File: config.mk
export PLATFORM = sky130hd
export DESIGN_NAME = startup_timer
export DESIGN_NICKNAME = d
export VERILOG_FILES = /design/src/rtl/startup_timer_pkg.sv /design/src/rtl/sut_decode.sv /design/src/rtl/cycle_counter.sv /design/src/rtl/startup_fsm.sv /design/src/rtl/startup_timer.sv
export SDC_FILE = /design/constraint.sdc
export NUM_CORES = 1
export LEC_CHECK = 0
export BUFFER_PORTS_ARGS = -buffer_cell sky130_fd_sc_hd__clkbuf_2
export CAP_MARGIN = 20
export CORE_AREA = 2 2 56 58
export CTS_BUF_LIST = sky130_fd_sc_hd__clkbuf_16
export DETAILED_ROUTE_END_ITERATION = 10
export DIE_AREA = 0 0 58 60
export GPL_TIMING_DRIVEN = 0
export PLACE_DENSITY = 0.75
export SLEW_MARGIN = 40
export SYNTH_ARGS = -nofsm -noshare
export SYNTH_HDL_FRONTEND = slang
export SYNTH_SLANG_ARGS = --single-unit
File: constraint.sdc
create_clock -name clk_i -period 4.7 [get_ports clk_i]
set_input_delay 0.235 -clock clk_i [delete_from_list [all_inputs] [get_ports clk_i]]
set_output_delay 0.235 -clock clk_i [all_outputs]
set_load 0.02 [all_outputs]
File: src/rtl/startup_timer_pkg.sv
package startup_timer_pkg;
  typedef enum logic [1:0] {
    ST_LATCH = 2'd0,
    ST_RST   = 2'd1,
    ST_IDLE  = 2'd2,
    ST_WAKE  = 2'd3
  } st_e;

  typedef enum logic [1:0] {
    SUT_BOD  = 2'b00,
    SUT_FAST = 2'b01,
    SUT_SLOW = 2'b10,
    SUT_RSV  = 2'b11
  } sut_e;
endpackage

File: src/rtl/sut_decode.sv
module sut_decode
  import startup_timer_pkg::*;
#(
  parameter int CNT_W        = 16,
  parameter int RST_CYC      = 14,
  parameter int MS_SHORT_CYC = 512,
  parameter int MS_LONG_CYC  = 8192
) (
  input  sut_e             code_i,
  output logic [CNT_W-1:0] tgt_o,
  output logic             err_o
);
  localparam logic [CNT_W-1:0] TGT_BASE  = CNT_W'(RST_CYC);
  localparam logic [CNT_W-1:0] TGT_SHORT = CNT_W'(RST_CYC + MS_SHORT_CYC);
  localparam logic [CNT_W-1:0] TGT_LONG  = CNT_W'(RST_CYC + MS_LONG_CYC);

  always_comb begin
    err_o = 1'b0;
    unique case (code_i)
      SUT_BOD:  tgt_o = TGT_BASE;
      SUT_FAST: tgt_o = TGT_SHORT;
      SUT_SLOW: tgt_o = TGT_LONG;
      default: begin
        tgt_o = TGT_LONG; // reserved: fall back to longest
        err_o = 1'b1;
      end
    endcase
  end
endmodule

File: src/rtl/cycle_counter.sv
module cycle_counter #(
  parameter int CNT_W = 16
) (
  input  logic             clk_i,
  input  logic             rst_ni,
  input  logic             load_i,
  input  logic [CNT_W-1:0] tgt_i,
  output logic             busy_o,
  output logic             last_o,
  output logic             done_o
);
  logic [CNT_W-1:0] cnt_q;
  logic [CNT_W-1:0] tgt_q;

  assign last_o = busy_o && (cnt_q == tgt_q - CNT_W'(1));

  always_ff @(posedge clk_i or negedge rst_ni) begin
    if (!rst_ni) begin
      cnt_q  <= '0;
      tgt_q  <= '0;
      busy_o <= 1'b0;
      done_o <= 1'b0;
    end else begin
      done_o <= 1'b0;
      if (load_i) begin
        cnt_q  <= '0;
        tgt_q  <= tgt_i;
        busy_o <= 1'b1;
      end else if (last_o) begin
        busy_o <= 1'b0;
        done_o <= 1'b1;
      end else if (busy_o) begin
        cnt_q <= cnt_q + CNT_W'(1);
      end
    end
  end


  cnt_in_range_chk: assert property (@(posedge clk_i) disable iff (!rst_ni)
    busy_o |-> (cnt_q < tgt_q));


  done_single_chk: assert property (@(posedge clk_i) disable iff (!rst_ni)
    done_o |=> !done_o);
endmodule

File: src/rtl/startup_fsm.sv
module startup_fsm
  import startup_timer_pkg::*;
(
  input  logic clk_i,
  input  logic rst_ni,
  input  logic wake_i,
  input  logic last_i,
  input  logic dec_err_i,
  output logic latch_o,
  output logic load_o,
  output logic rel_o,
  output logic err_o
);
  st_e st_q, st_d;

  assign latch_o = (st_q == ST_LATCH);
  assign load_o  = latch_o || (st_q == ST_IDLE && wake_i);

  always_comb begin
    st_d = st_q;
    unique case (st_q)
      ST_LATCH: st_d = ST_RST;
      ST_RST:   if (last_i) st_d = ST_IDLE;
      ST_IDLE:  if (wake_i) st_d = ST_WAKE;
      ST_WAKE:  if (last_i) st_d = ST_IDLE;
      default:  st_d = ST_LATCH;
    endcase
  end

  always_ff @(posedge clk_i or negedge rst_ni) begin
    if (!rst_ni) begin
      st_q  <= ST_LATCH;
      rel_o <= 1'b0;
      err_o <= 1'b0;
    end else begin
      st_q <= st_d;
      if (latch_o) err_o <= dec_err_i;
      if (st_q == ST_RST && last_i) rel_o <= 1'b1;
    end
  end


  err_hold_chk: assert property (@(posedge clk_i) disable iff (!rst_ni)
    (st_q != ST_LATCH) |=> $stable(err_o));


  wake_after_rel_chk: assert property (@(posedge clk_i) disable iff (!rst_ni)
    (st_q == ST_WAKE) |-> rel_o);
endmodule

File: src/rtl/startup_timer.sv
module startup_timer
  import startup_timer_pkg::*;
#(
  parameter int WAKE_CYC     = 6,
  parameter int RST_CYC      = 14,
  parameter int MS_SHORT_CYC = 512,
  parameter int MS_LONG_CYC  = 8192
) (
  input  logic       clk_i,
  input  logic       rst_ni,
  input  logic       wake_i,
  input  logic [1:0] sut_i,
  output logic       clk_ready_o,
  output logic       rst_release_o,
  output logic       code_err_o
);
  localparam int MS_MAX = (MS_LONG_CYC > MS_SHORT_CYC) ? MS_LONG_CYC : MS_SHORT_CYC;
  localparam int CYC_MAX = (RST_CYC + MS_MAX > WAKE_CYC) ? RST_CYC + MS_MAX : WAKE_CYC;
  localparam int CNT_W = $clog2(CYC_MAX + 1);
  localparam logic [CNT_W-1:0] TGT_WAKE = CNT_W'(WAKE_CYC);

  logic [CNT_W-1:0] rst_tgt, tgt;
  logic dec_err, latch, load, busy, last, done;

  sut_decode #(
    .CNT_W(CNT_W), .RST_CYC(RST_CYC),
    .MS_SHORT_CYC(MS_SHORT_CYC), .MS_LONG_CYC(MS_LONG_CYC)
  ) u_dec (
    .code_i(sut_e'(sut_i)),
    .tgt_o (rst_tgt),
    .err_o (dec_err)
  );

  assign tgt = latch ? rst_tgt : TGT_WAKE;

  startup_fsm u_fsm (
    .clk_i    (clk_i),
    .rst_ni   (rst_ni),
    .wake_i   (wake_i),
    .last_i   (last),
    .dec_err_i(dec_err),
    .latch_o  (latch),
    .load_o   (load),
    .rel_o    (rst_release_o),
    .err_o    (code_err_o)
  );

  cycle_counter #(.CNT_W(CNT_W)) u_cnt (
    .clk_i (clk_i),
    .rst_ni(rst_ni),
    .load_i(load),
    .tgt_i (tgt),
    .busy_o(busy),
    .last_o(last),
    .done_o(done)
  );

  assign clk_ready_o = done;


  rel_sticky_chk: assert property (@(posedge clk_i) disable iff (!rst_ni)
    rst_release_o |=> rst_release_o);


  rel_with_strobe_chk: assert property (@(posedge clk_i) disable iff (!rst_ni)
    $rose(rst_release_o) |-> clk_ready_o);


  no_strobe_busy_chk: assert property (@(posedge clk_i) disable iff (!rst_ni)
    busy |-> !clk_ready_o);
endmodule

==> flow_metrics.env <==
export IMPL_status="completed"
export IMPL_crit_type="register to register"
export IMPL_p_per_area_mw_per_mm2=401
export IMPL_die_w_um=58
export IMPL_ant_nets=0
export IMPL_cp_max_fo=10
export IMPL_grt_antenna_before_repair=0
export IMPL_yosys_area_share_adder=0.0366
export IMPL_finalCritPeriodShare=0.537
export IMPL_h_tree_depth=1
export IMPL_die_area_mm2=0.00348
export IMPL_crit_chain="inv_1 > ha_1 > ha_1 > and2_1 > mux2i_1 > or3_1 > buf_4 > o21ai_4 > buf_6 > xor2_1 > nor2_1"
export IMPL_syn_inst=139
export IMPL_max_freq_ghz=0.396
export IMPL_start_util=0.472
export IMPL_gp_congestion=0.882
export IMPL_hold_path_class="input port to register"
export IMPL_critPathBufInv=3
export IMPL_cts_tree="built"
export IMPL_layout_drive_gt1_share=0.200
export IMPL_skew_ns=0.00563
export IMPL_syn_area_mm2=0.00137
export IMPL_post_synth_cell_area_avg_um2=9.85
export IMPL_worst_pin_slew_ns=0.582
export IMPL_numCtsBuffers=3
export IMPL_rows=20
export IMPL_hold_viol_final=0
export IMPL_clock_sinks=24
export IMPL_synth_compound_area_frac=0.164
export IMPL_synth_top_family_by_area="simple AND/OR/NAND/NOR gates"
export IMPL_worstPathArrival_ns=2.65
export IMPL_syn_to_final_growth_pct=11.8
export IMPL_synth_warning_count=0
export IMPL_gr_usage_all_layers=0.186
export IMPL_viasPerCell=5.83
export IMPL_clkSlewWorstSetupHoldPaths_ns=0.06
export IMPL_seqCellArea_um2=601
export IMPL_vias=1066
export IMPL_cpMostUsedCell="ha_1"
export IMPL_slew_headroom=0.612
export IMPL_setup_violations=0
export IMPL_port_buffer_count=7
export IMPL_io_pins=8
export IMPL_synth_edff_count=0
export IMPL_synthSimpleGateAreaFrac=0.242
export IMPL_drtIter0Drc=28
export IMPL_coreArea_mm2=0.00290
export IMPL_slew_viol_final=0
export IMPL_slowest_stage="dfrtp_1"
export IMPL_finalWirelength_um=2810
export IMPL_synthFlopType="dfrtp_1"
export IMPL_crit_required_ns=4.82
export IMPL_synth_seq_area_share=0.439
export IMPL_cpPeakStageDelay_ns=0.41
export IMPL_nNetsFinal=161
export IMPL_maxCapViolCount=0
export IMPL_syn_nets=148
export IMPL_layout_min_cycle_time_ns=2.52
export IMPL_grt_pass1_vias=1037
export IMPL_post_cts_buffers=0
export IMPL_synthDistinctLibCells=43
export IMPL_drt_pass1_iterations=4
export IMPL_post_route_util=0.527
export IMPL_dp_hpwl_um=2020
export IMPL_cp_start_kind="register"
export IMPL_routedWlPerCell_um=15.4
export IMPL_max_vdd_ir_drop_mv=0.324
export IMPL_gr_total_overflow=0
export IMPL_synthXorXnorAreaFrac=0.0704
export IMPL_async_reset_ff_frac=1.00
export IMPL_synth_mux_area_frac=0.00731
export IMPL_rsz0062_at_grt="false"
export IMPL_cp_top_family="adder cells"
export IMPL_grt_max_degree=25
export IMPL_fillers=264
export IMPL_postCtsResizedCells=0
export IMPL_final_setup_tns_ns=0
export IMPL_grt_pass1_wl_um=4800
export IMPL_route_detailed_drc=0
export IMPL_cp_end_kind="register"
export IMPL_p_leak_uw=0.000656
export IMPL_ys_seq_elements=24
export IMPL_hold_buffers=1
export IMPL_root_buffer="clkbuf_16"
export IMPL_diodes=0
export IMPL_die_y_um=60
export IMPL_ctsLongestPathBuffers=2
export IMPL_multi_input_area_um2=712
export IMPL_clk_latency_ns=0.26
-- cells by family (layout without fill, tap and decap cells) --
kind of cell,count (synthesis),count (layout)
buffers and inverters,10,21
multiplexers,1,1
AO/OA/AOI/OAI,30,30
AND/OR/NAND/NOR,59,59
XOR/XNOR,11,11
adder cells (fa/ha/maj),4,4
flip-flops,24,24
-- layer usage --
layer / vias up / global-route usage / part of all wire / routed length, um
met5: - / 0 / 0 / 0
met1: 520 / 0.229 / 0.45 / 1280
li1: 518 / - / - / -
met2: 17 / 0.307 / 0.48 / 1360
met3: 11 / 0.0325 / 0.022 / 63
met4: 0 / 0.110 / 0.039 / 111
-- synthesized netlist by cell type, types with 3 or more instances --
| master | instances | area share |
|---|---|---|
| o21ai_0 | 7 | 0.026 |
| ha_1 | 4 | 0.037 |
| xnor2_1 | 6 | 0.038 |
| or4_2 | 3 | 0.019 |
| a21oi_1 | 3 | 0.011 |
| xor2_1 | 5 | 0.032 |
| nor2_1 | 11 | 0.030 |
| o211ai_1 | 5 | 0.027 |
| nand3b_1 | 3 | 0.016 |
| nand2_1 | 15 | 0.041 |
| inv_1 | 6 | 0.016 |
| and2_1 | 3 | 0.014 |
| nand3_1 | 8 | 0.029 |
| and3_1 | 3 | 0.014 |
| dfrtp_1 | 24 | 0.44 |
-- power by group --
group	switching [uW]	internal, uW
logic	90.7	67.0
clock network	70.7	113
registers	38.6	234
-- state kept, by name, summed over array words and instances (netlist names) --
name and flops:
u_fsm.rel_o 1, u_cnt.busy_o 1, u_cnt.tgt_q 4, u_cnt.cnt_q 14, u_cnt.done_o 1, u_fsm.err_o 1
u_fsm.st_q 2
-- metrics by stage --
| stage | instance area (um^2) | hold slack [ns] | total power [uW] | setup slack, ns | instances |
|---|---|---|---|---|---|
| detailed placement | 1450 | 0.266 | 432 | 2.22 | 179 |
| finish | 1530 | 0.208 | 613 | 2.18 | 183 |
| CTS | 1530 | 0.209 | 615 | 2.19 | 183 |
| global route | 1530 | 0.222 | 646 | 2.00 | 183 |
| global placement | 1450 | 0.255 | 424 | 2.28 | 179 |
| floorplan | 1370 | -0.0606 | 386 | 2.47 | 139 |
-- worst reg2reg max path, cell delays in order, from the launching register on --
cell and delay (ns):
dfrtp_1 0.41, inv_1 0.12, ha_1 0.26, ha_1 0.26
and2_1 0.14, mux2i_1 0.07, or3_1 0.32, buf_4 0.17
o21ai_4 0.22, buf_6 0.19, xor2_1 0.16, nor2_1 0.05
-- placed cells by master, fill, tap and decap left out, drive strengths merged, types with 5 or more instances in the layout --
cell type and instances:
nor2 11, a21oi 5, xnor2 6, xor2 5, nand2 15, nand3 8, dfrtp 24, o211ai 5
inv 6, o21ai 10, clkbuf 11
-- final cells by class --
| type | count | area share |
|---|---|---|
| Buffer | 4 | 0.0221 |
| Clock buffer | 3 | 0.0491 |
| Inverter | 6 | 0.0147 |
| Multi-Input combinational cell | 105 | 0.465 |
| Sequential cell | 24 | 0.392 |
| Tap cell | 33 | 0.0270 |
| Timing Repair Buffer | 8 | 0.0294 |
-- path summary, 6_finish.rpt --
| kind | start | to | slack, ns | cells after the start |
|---|---|---|---|---|
| hold reg to reg | u_fsm.rel_o | u_fsm.rel_o | 0.49 | 1 |
| max in group asynchronous | rst_ni | u_cnt.cnt_q[8] | 3.81 | 2 |
| hold / removal | sut_i[0] | u_fsm.err_o | 0.21 | 3 |
| setup reg to reg | u_cnt.tgt_q[2] | u_cnt.cnt_q[0] | 2.18 | 11 |
| setup / recovery | u_cnt.tgt_q[2] | u_cnt.cnt_q[0] | 2.18 | 11 |
| min in group asynchronous | rst_ni | u_cnt.cnt_q[11] | 0.50 | 2 |
(Power assumes the default switching activity.)
